--- src/rtl/sem_cell_pkg.sv ---
package sem_cell_pkg;
  typedef enum logic [1:0] {
    VIEW_PLAIN = 2'd0,
    VIEW_BLOCK = 2'd1,
    VIEW_TRY   = 2'd2,
    VIEW_RSVD  = 2'd3
  } view_e;
endpackage

--- src/rtl/sem_cell_decode.sv ---
module sem_cell_decode
  import sem_cell_pkg::*;
(
  input  logic       rd_valid,
  input  logic [1:0] rd_view,
  input  logic       wr_valid,
  input  logic [1:0] wr_view,
  output logic       take_en,
  output logic       take_blk,
  output logic       peek_en,
  output logic       rel_en
);
  view_e rv, wv;

  always_comb begin
    rv       = view_e'(rd_view);
    wv       = view_e'(wr_view);
    take_en  = rd_valid && (rv == VIEW_BLOCK || rv == VIEW_TRY);
    take_blk = rv == VIEW_BLOCK;
    peek_en  = rd_valid && (rv == VIEW_PLAIN);
    // plain-view writes and reserved codes fall through as no-ops
    rel_en   = wr_valid && (wv == VIEW_BLOCK || wv == VIEW_TRY);
  end

  // decoded actions never overlap on the read side
  always_comb begin
    peek_take_excl_chk: assert (!(take_en && peek_en));
  end
endmodule

--- src/rtl/sem_cell_counter.sv ---
module sem_cell_counter #(
  parameter int CNT_W = 16
) (
  input  logic             clk,
  input  logic             rst,
  input  logic             rel_en,
  input  logic             take_en,
  output logic [CNT_W-1:0] cnt_q,
  output logic [CNT_W-1:0] cnt_view,
  output logic             cnt_empty
);
  localparam logic [CNT_W-1:0] CNT_MAX = {CNT_W{1'b1}};

  logic [CNT_W-1:0] cnt_d;

  // release is folded in before the take sees the count
  always_comb begin
    cnt_view  = (rel_en && cnt_q != CNT_MAX) ? cnt_q + 1'b1 : cnt_q;
    cnt_empty = (cnt_view == '0);
    cnt_d     = (take_en && !cnt_empty) ? cnt_view - 1'b1 : cnt_view;
  end

  always_ff @(posedge clk) begin
    if (rst) cnt_q <= '0;
    else     cnt_q <= cnt_d;
  end


  cnt_sat_chk: assert property (@(posedge clk) disable iff (rst)
    (rel_en && !take_en && cnt_q == CNT_MAX) |=> cnt_q == CNT_MAX);

  cnt_inc_chk: assert property (@(posedge clk) disable iff (rst)
    (rel_en && !take_en && cnt_q != CNT_MAX) |=> cnt_q == $past(cnt_q) + 1'b1);

  cnt_dec_chk: assert property (@(posedge clk) disable iff (rst)
    (take_en && !rel_en && cnt_q != '0) |=> cnt_q == $past(cnt_q) - 1'b1);

  no_underflow_chk: assert property (@(posedge clk) disable iff (rst)
    (take_en && !rel_en && cnt_q == '0) |=> cnt_q == '0);
endmodule

--- src/rtl/sem_cell_waitmask.sv ---
module sem_cell_waitmask #(
  parameter int NREQ = 4,
  parameter int ID_W = 2
) (
  input  logic            clk,
  input  logic            rst,
  input  logic            rel_en,
  input  logic            stall_en,
  input  logic [ID_W-1:0] stall_id,
  output logic [NREQ-1:0] stall_o,
  output logic [NREQ-1:0] wake_o
);
  logic [NREQ-1:0] mask_q;

  for (genvar g = 0; g < NREQ; g++) begin : g_req
    logic hit;
    assign hit = stall_en && (stall_id == ID_W'(g));
    always_ff @(posedge clk) begin
      if (rst) begin
        mask_q[g]  <= 1'b0;
        stall_o[g] <= 1'b0;
        wake_o[g]  <= 1'b0;
      end else begin
        mask_q[g]  <= (mask_q[g] && !rel_en) || hit;
        stall_o[g] <= hit;
        wake_o[g]  <= rel_en && mask_q[g];
      end
    end
  end


  mask_clear_chk: assert property (@(posedge clk) disable iff (rst)
    (rel_en && !stall_en) |=> mask_q == '0);

  wake_match_chk: assert property (@(posedge clk) disable iff (rst)
    rel_en |=> wake_o == $past(mask_q));

  stall_rec_chk: assert property (@(posedge clk) disable iff (rst)
    stall_en |=> (mask_q[$past(stall_id)] && $onehot0(stall_o) && stall_o != '0));
endmodule

--- src/rtl/sem_cell_top.sv ---
module sem_cell_top #(
  parameter int CNT_W = 16,
  parameter int NREQ  = 4,
  localparam int ID_W = (NREQ > 1) ? $clog2(NREQ) : 1
) (
  input  logic             clk,
  input  logic             rst,
  input  logic             rd_valid,
  input  logic [1:0]       rd_view,
  input  logic [ID_W-1:0]  rd_id,
  input  logic             wr_valid,
  input  logic [1:0]       wr_view,
  input  logic [CNT_W-1:0] wr_data,
  output logic             rd_ack,
  output logic [CNT_W-1:0] rd_data,
  output logic [NREQ-1:0]  stall_o,
  output logic [NREQ-1:0]  wake_o
);
  logic take_en, take_blk, peek_en, rel_en;
  logic stall_en, ack_d, cnt_empty;
  logic [CNT_W-1:0] cnt_q, cnt_view;
  logic unused_data;

  assign unused_data = ^wr_data;

  sem_cell_decode u_dec (
    .rd_valid (rd_valid),
    .rd_view  (rd_view),
    .wr_valid (wr_valid),
    .wr_view  (wr_view),
    .take_en  (take_en),
    .take_blk (take_blk),
    .peek_en  (peek_en),
    .rel_en   (rel_en)
  );

  sem_cell_counter #(.CNT_W(CNT_W)) u_cnt (
    .clk       (clk),
    .rst       (rst),
    .rel_en    (rel_en),
    .take_en   (take_en),
    .cnt_q     (cnt_q),
    .cnt_view  (cnt_view),
    .cnt_empty (cnt_empty)
  );

  assign stall_en = take_en && take_blk && cnt_empty;
  assign ack_d    = (take_en && !stall_en) || peek_en;

  sem_cell_waitmask #(.NREQ(NREQ), .ID_W(ID_W)) u_wait (
    .clk      (clk),
    .rst      (rst),
    .rel_en   (rel_en),
    .stall_en (stall_en),
    .stall_id (rd_id),
    .stall_o  (stall_o),
    .wake_o   (wake_o)
  );

  always_ff @(posedge clk) begin
    if (rst) begin
      rd_ack  <= 1'b0;
      rd_data <= '0;
    end else begin
      rd_ack  <= ack_d;
      rd_data <= ack_d ? cnt_view : '0;
    end
  end


  ack_stall_excl_chk: assert property (@(posedge clk) disable iff (rst)
    !(rd_ack && stall_o != '0));

  peek_hold_chk: assert property (@(posedge clk) disable iff (rst)
    (peek_en && !rel_en) |=> cnt_q == $past(cnt_q));

  rel_first_chk: assert property (@(posedge clk) disable iff (rst)
    (rel_en && take_en) |=> (rd_ack && stall_o == '0));
endmodule

--- config.mk ---
export PLATFORM = sky130hd
export DESIGN_NAME = sem_cell_top
export DESIGN_NICKNAME = d
export VERILOG_FILES = /design/src/rtl/sem_cell_pkg.sv /design/src/rtl/sem_cell_decode.sv /design/src/rtl/sem_cell_counter.sv /design/src/rtl/sem_cell_waitmask.sv /design/src/rtl/sem_cell_top.sv
export SDC_FILE = /design/constraint.sdc
export NUM_CORES = 1
export LEC_CHECK = 0
export BUFFER_PORTS_ARGS = -buffer_cell sky130_fd_sc_hd__buf_2
export CORE_MARGIN = 5
export CORE_UTILIZATION = 29
export CTS_BUF_LIST = sky130_fd_sc_hd__clkbuf_4 sky130_fd_sc_hd__clkbuf_8
export DETAILED_ROUTE_END_ITERATION = 16
export MAX_ROUTING_LAYER = met4
export PLACE_DENSITY = 0.57
export SLEW_MARGIN = 20
export SYNTH_ARGS = -nofsm -noshare
export SYNTH_HDL_FRONTEND = slang
export SYNTH_HIERARCHICAL = 1
export SYNTH_SLANG_ARGS = --single-unit
--- constraint.sdc ---
create_clock -name clk -period 5.57 [get_ports clk]
set_input_delay 0.8355 -clock clk [delete_from_list [all_inputs] [get_ports clk]]
set_output_delay 0.8355 -clock clk [all_outputs]
set_load 0.02 [all_outputs]
# ---- Word level (Yosys, flattened, before mapping)
# Cells that the tools add are included.
dict set report word_totals {
  regBits 45
  in_bits 26
  out_inout_bits 25
  elab_cells 62
}
dict set report op_classes {
  add_sub_neg 2
  n_eq_ne 8
  muxes 2
  bitwise_logic 1
  reduce_logical 34
}
# op count
set op_table {}
lappend op_table {{16-bit 2-to-1 mux} 2}
lappend op_table {{1-bit logical AND} 20}
lappend op_table {{16-bit by 1-bit adder with 16-bit output, second input constant} 1}
lappend op_table {{16-bit logical NOT} 1}
lappend op_table {{16-bit != test, second input constant} 1}
lappend op_table {{16-bit by 1-bit subtractor with 16-bit output, second input constant} 1}
lappend op_table {{2-bit equality test, second input constant} 4}
lappend op_table {{1-bit logical OR} 7}
lappend op_table {{2-bit by 1-bit equality test with 1-bit output, second input constant} 3}
lappend op_table {{2-bit logical NOT} 2}
lappend op_table {{1-bit logical NOT} 3}
lappend op_table {{2-bit OR reduction} 1}
lappend op_table {{1-bit inverter} 1}

# ---- Logic depth before layout (Yosys ltp)
dict set report depth {
  word_depth 12
  depth_mapped 19
  depth_no_buf 15
}

# ---- Cells and area by module
# The synthesis kept the hierarchy.
# module n_inst cells_per_inst area_per_inst_um2 seq_area_each_um2
set by_module_without_submodules {}
lappend by_module_without_submodules {sem_cell_counter 1 212 1536.5 320.3}
lappend by_module_without_submodules {sem_cell_top 1 57 624.3 340.3}
lappend by_module_without_submodules {sem_cell_waitmask 1 33 374.1 240.2}
lappend by_module_without_submodules {sem_cell_decode 1 8 60.1 0.0}

# ---- Least setup slack after synthesis
# No wires, ideal clock.
dict set report synth_path {
  kind {register -> register}
  start {register u_cnt.cnt_q[0]}
  end {register rd_ack}
  arrival_ns 3.709
  required_time_ns 5.446
  slack_ns 1.736
  path_stages_with_launch 20
  n_path_buf 5
  synth_period_minus_slack_ns 3.834
  cell_sequence {dfxtp_1 -> ha_1 -> clkbuf_1 -> nand4_1 -> or4_1 -> clkbuf_1 -> nand2_1 -> mux2_2 -> inv_1 -> ha_1 -> nand2_1 -> nor3_1 -> o2111ai_1 -> or4_4 -> inv_2 -> buf_6 -> a21bo_1 -> buf_6 -> buf_12 -> a21oi_2}
}
dict set report synth_via {
  elab_chain_cells 8
}
# item line
set synth_rtl {}
lappend synth_rtl {{from (decl)} sem_cell_counter.sv:8} ;# output logic [CNT_W-1:0] cnt_q,
lappend synth_rtl {{from (signal assigned)} sem_cell_counter.sv:25} ;# else cnt_q <= cnt_d;
lappend synth_rtl {{parallel branches: the longest is 2 deep, another holds 16-bit by 1-bit adder with 16-bit output} --}
lappend synth_rtl {{16-bit 2-to-1 mux (*)} sem_cell_counter.sv:18} ;# cnt_view = (rel_en && cnt_q != CNT_MAX) ? cnt_q + 1'b1 : cnt_q;
lappend synth_rtl {{net cnt_view[1]} sem_cell_top.sv:21} ;# logic [CNT_W-1:0] cnt_q, cnt_view;
lappend synth_rtl {{16-bit logical NOT (*)} sem_cell_counter.sv:19} ;# cnt_empty = (cnt_view == '0);
lappend synth_rtl {{net cnt_empty} sem_cell_top.sv:20} ;# logic stall_en, ack_d, cnt_empty;
lappend synth_rtl {{1-bit logical AND (*)} sem_cell_top.sv:47} ;# assign stall_en = take_en && take_blk && cnt_empty;
lappend synth_rtl {{1-bit logical NOT (*)} sem_cell_top.sv:48} ;# assign ack_d = (take_en && !stall_en) || peek_en;
lappend synth_rtl {{1-bit logical AND (*)} sem_cell_top.sv:48}
lappend synth_rtl {{1-bit logical OR (*)} sem_cell_top.sv:48}
lappend synth_rtl {{to (signal assigned)} sem_cell_top.sv:65} ;# rd_ack <= ack_d;
lappend synth_rtl {{to (decl)} sem_cell_top.sv:14} ;# output logic rd_ack,
# Mark *: on every way through the listed nets, which the timed path passes.
# A chain may end at the register's enable or synchronous reset.

# ---- Worst setup path after layout
dict set report layout_path {
  start {register u_cnt.cnt_q[0]}
  end {register rd_data[11]}
}
dict set report layout_via {
  elab_chain_cells 10
}
# item line
set layout_rtl {}
lappend layout_rtl {{parallel branches: the longest is 2 deep, another holds 16-bit by 1-bit adder with 16-bit output} --}
lappend layout_rtl {{16-bit 2-to-1 mux (*)} sem_cell_counter.sv:18}
lappend layout_rtl {{net cnt_view[1]} sem_cell_top.sv:21}
lappend layout_rtl {{16-bit logical NOT (*)} sem_cell_counter.sv:19}
lappend layout_rtl {{net cnt_empty} sem_cell_top.sv:20}
lappend layout_rtl {{1-bit logical AND (*)} sem_cell_top.sv:47}
lappend layout_rtl {{1-bit logical NOT (*)} sem_cell_top.sv:48}
lappend layout_rtl {{1-bit logical AND (*)} sem_cell_top.sv:48}
lappend layout_rtl {{1-bit logical OR (*)} sem_cell_top.sv:48}
lappend layout_rtl {{1-bit inverter (no line) (*)} --}
lappend layout_rtl {{2-bit OR reduction (no line) (*)} --}
lappend layout_rtl {{to (signal assigned)} sem_cell_top.sv:66} ;# rd_data <= ack_d ? cnt_view : '0;
lappend layout_rtl {{to (decl)} sem_cell_top.sv:15} ;# output logic [CNT_W-1:0] rd_data,
# Marks and branches as above.

==> flow_summary.toml <==
[finish]
diodes = 0
drive_gt1_share_pct = 19.4
syn2layout_area_growth_pct = 11.4
final_nets = 365
instances_no_fill = 443
seqCellArea_um2 = 901
multiInputGateArea_um2 = 1510
post-route-util_pct = 33.2
nFillCells = 920
stdcell_area_um2 = 2890

[synth]
synth_top_cell_by_area = "dfxtp_1"
synth-async-reset-ratio_pct = 0
mappedNetlistArea_um2 = 2590
synth_top_flop_cell = "dfxtp_1"
synth_warnings = 6
yosysSeqAreaShare_pct = 34.7
synth_cell_types = 58
netlist_top_cells_area = "dfxtp_1, nand2b_1, a21oi_1"
synth_top_area_share_pct = 34.7
synth_edf_count = 0
synthCells = 310
synth.net_count = 341
synth-seq-cells = 45
syn_avg_cell_area_um2 = 8.37

[route]
drt-wirelength-per-cell_um = 14.8
antenna_left = 0
drt_iter0_markers = 128
first_pass_iters = 5
vias = 2335
remaining_drc_errors = 0
viasPerCell = 5.27
wl_um = 6540

[timing]
timing.final.hold_violations = 0
maxSlewHeadroom_pct = 31.8
tns_ns = 0
grt_setup_unrepaired = "no"
clock_skew_ns = 0.0127
min_period_ns = 4.82
setup_viol = 0
layout_worst_path_cycle_share_pct = 86.5
timing.fmax_mhz = 208
drv_slew = 0
worst_slew_pin_slew_ns = 1.01

[placed_design]
dp.final_hpwl_um = 4900
numPortBuffers = 34
place_area_um2 = 2800
place.gp.congestion = 0.876
placed_cells = 435

[worst_setup_path]
cp_data_required_time_ns = 5.74
critPathCaptureType = "register"
path_class = "reg2reg"
path_max_fanout = 17
arrival_ns = 4.99
cp_num_buf_inv = 2
rrSetupSlack_ns = 0.75
timing.rr.end = "rd_data[11]"
critical-path-top-delay-family = "simple AND/OR/NAND/NOR gates"
cpPeakStageDelay_ns = 0.65
path_cells = "ha_1 > nand4_1 > or4_1 > nand2_1 > mux2_2 > inv_1 > ha_1 > nand2_1 > nor3_1 > o2111ai_1 > or4_4 > inv_2 > a21bo_1 > a21oi_1"
cp_slowest_cell = "or4_4"
r2r-start = "u_cnt/cnt_q[0]"
r2r_cells = 14
critPathLaunchType = "register"

[die]
die_w_um = 105
dieHeight_um = 105
rows = 34
initial_utilization_pct = 29.8
dieArea_um2 = 10900
ioPinCount = 51
core_um2 = 8720

[global_routing]
grt_usage_pct = 12.4
antenna_found_initial = 0
globalRoute.totalOverflow = 0
grt_pass1_vias = 2179
grt_pass1_wl_um = 11000
grt_max_degree = 45

[hold_path]
hold_path_end = "u_wait/wake_o[0]"
hold_path.class = "reg2reg"
hold_depth = 1
worstHoldStart = "u_wait/mask_q[0]"

[cts]
clock_latency_ns = 0.30
path_clk_slew_ns = 0.09
hold_buffers = 0
cts_tree = "done"
clk_path_buf_depth = 2
postCtsSetupBuffers = 0
root_buffer = "clkbuf_8"
clock_sinks = 45
cts_resized = 0
htree_levels = 2
numCtsBuffers = 5

[status]
status = "complete, no violations"

[power]
fin_total_pwr_mw = 1.27
peakVddDrop_mv = 0.184
cellLeakagePower_nw = 1.21
powerDensity_nw_per_um2 = 438

[run]
max-cap-violations = 0
-- Yosys cell counts (2+ instances only) --
| cell | number |
|---|---|
| or4_4 | 2 |
| o32ai_1 | 2 |
| mux2i_1 | 4 |
| or4_1 | 3 |
| o21ai_0 | 7 |
| and2_1 | 9 |
| nand2_1 | 22 |
| a21oi_1 | 19 |
| mux2_2 | 2 |
| or3b_1 | 2 |
| xor2_1 | 7 |
| o31ai_1 | 7 |
| xnor2_1 | 5 |
| a31o_1 | 2 |
| o21a_1 | 2 |
| dfxtp_1 | 45 |
| buf_2 | 5 |
| nand4_1 | 14 |
| nand3_1 | 8 |
| clkbuf_1 | 8 |
| nor3_1 | 12 |
| ha_1 | 5 |
| and4_1 | 5 |
| o311ai_0 | 3 |
| or3_1 | 4 |
| buf_6 | 3 |
| nor2_1 | 12 |
| inv_1 | 18 |
| nor4_1 | 6 |
| or2_2 | 3 |
| nand2b_1 | 19 |
| a21o_1 | 2 |
| a21oi_2 | 10 |
| and3_1 | 8 |
| a31oi_1 | 2 |
-- sequential cells by signal, summed over array words and instances, names as in the netlist --
signal and cells:
rd_ack 1, u_wait/stall_o 4, u_cnt/cnt_q 16, rd_data 16
u_wait/wake_o 4, u_wait/mask_q 4
-- how the worst max path moves through the flow --
stage | startpoint | to | slack, ns | depth (start not counted)
floorplan | u_cnt/cnt_q[0] | rd_ack | 1.74 | 19
global placement | u_cnt/cnt_q[0] | rd_data[12] | 0.90 | 14
detailed placement | u_cnt/cnt_q[0] | rd_data[11] | 0.85 | 14
CTS | u_cnt/cnt_q[0] | rd_data[11] | 0.82 | 14
global route | u_cnt/cnt_q[0] | rd_data[10] | 0.44 | 14
finish | u_cnt/cnt_q[0] | rd_data[11] | 0.75 | 14
-- cell families (layout without fill, tap and decap cells) --
family,after synthesis,after routing,share of synthesized area [%]
flip-flops,45,45,34.7
adder cells (fa/ha/maj),5,5,2.41
buffers and inverters,38,63,7.23
AND/OR/NAND/NOR,137,137,30.7
XOR/XNOR,12,12,4.05
AO/OA/AOI/OAI,66,66,17.9
multiplexers,7,7,2.99
-- cell usage in the layout (no fill, tap or decap), drive strengths merged, types with 2 or more instances in the layout --
| master | instances |
|---|---|
| a21o | 2 |
| a21oi | 29 |
| a31o | 2 |
| a31oi | 2 |
| and2 | 9 |
| and3 | 9 |
| and4 | 5 |
| buf | 35 |
| clkbuf | 6 |
| clkinv | 3 |
| dfxtp | 45 |
| ha | 5 |
| inv | 19 |
| mux2 | 3 |
| mux2i | 4 |
| nand2 | 22 |
| nand2b | 19 |
| nand3 | 9 |
| nand4 | 14 |
| nor2 | 12 |
| nor3 | 12 |
| nor4 | 6 |
| o21a | 2 |
| o21ai | 7 |
| o311ai | 3 |
| o31ai | 7 |
| o32ai | 2 |
| or2 | 3 |
| or3 | 4 |
| or3b | 2 |
| or4 | 5 |
| or4b | 2 |
| xnor2 | 5 |
| xor2 | 7 |
-- per-layer routing --
layer / vias up / part of all wire (%) / global-route usage, %
li1: 1174 / - / -
met1: 1083 / 48 / 17.2
met2: 69 / 45 / 18.1
met3: 9 / 5.4 / 2.03
met4: 0 / 1.8 / 4.57
met5: - / 0 / -
-- worst register-to-register path, stage by stage (launching register included) --
cell	delay, ns
dfxtp_1	0.49
ha_1	0.39
nand4_1	0.18
or4_1	0.59
nand2_1	0.20
mux2_2	0.38
inv_1	0.09
ha_1	0.19
nand2_1	0.06
nor3_1	0.27
o2111ai_1	0.19
or4_4	0.65
inv_2	0.22
a21bo_1	0.63
a21oi_1	0.15
-- cell type report --
cell class	instances	area share [%]
clock buffers	6	2.86
clock inverters	2	0.476
inverters	20	2.60
multi-input cells	227	52.1
flip-flops and latches	45	31.2
well taps	108	4.67
repair buffers	35	6.14
-- through the flow --
stage / hold slack, ns / worst slack, ns
3_5_place_dp: 0.441 / 0.854
5_1_grt: 0.491 / 0.443
6_report: 0.457 / 0.752
2_1_floorplan: 0.420 / 1.74
4_1_cts: 0.464 / 0.819
3_3_place_gp: 0.435 / 0.899
-- report_power, final --
group	internal, mW	total [mW]	leakage, nW	switching [mW]
combinational	0.222	0.597	0.790	0.374
clock	0.101	0.219	0.0512	0.118
sequential	0.373	0.452	0.364	0.0787
total	0.696	1.27	1.21	0.571
Note: power is estimated with default switching activity, not from simulation.
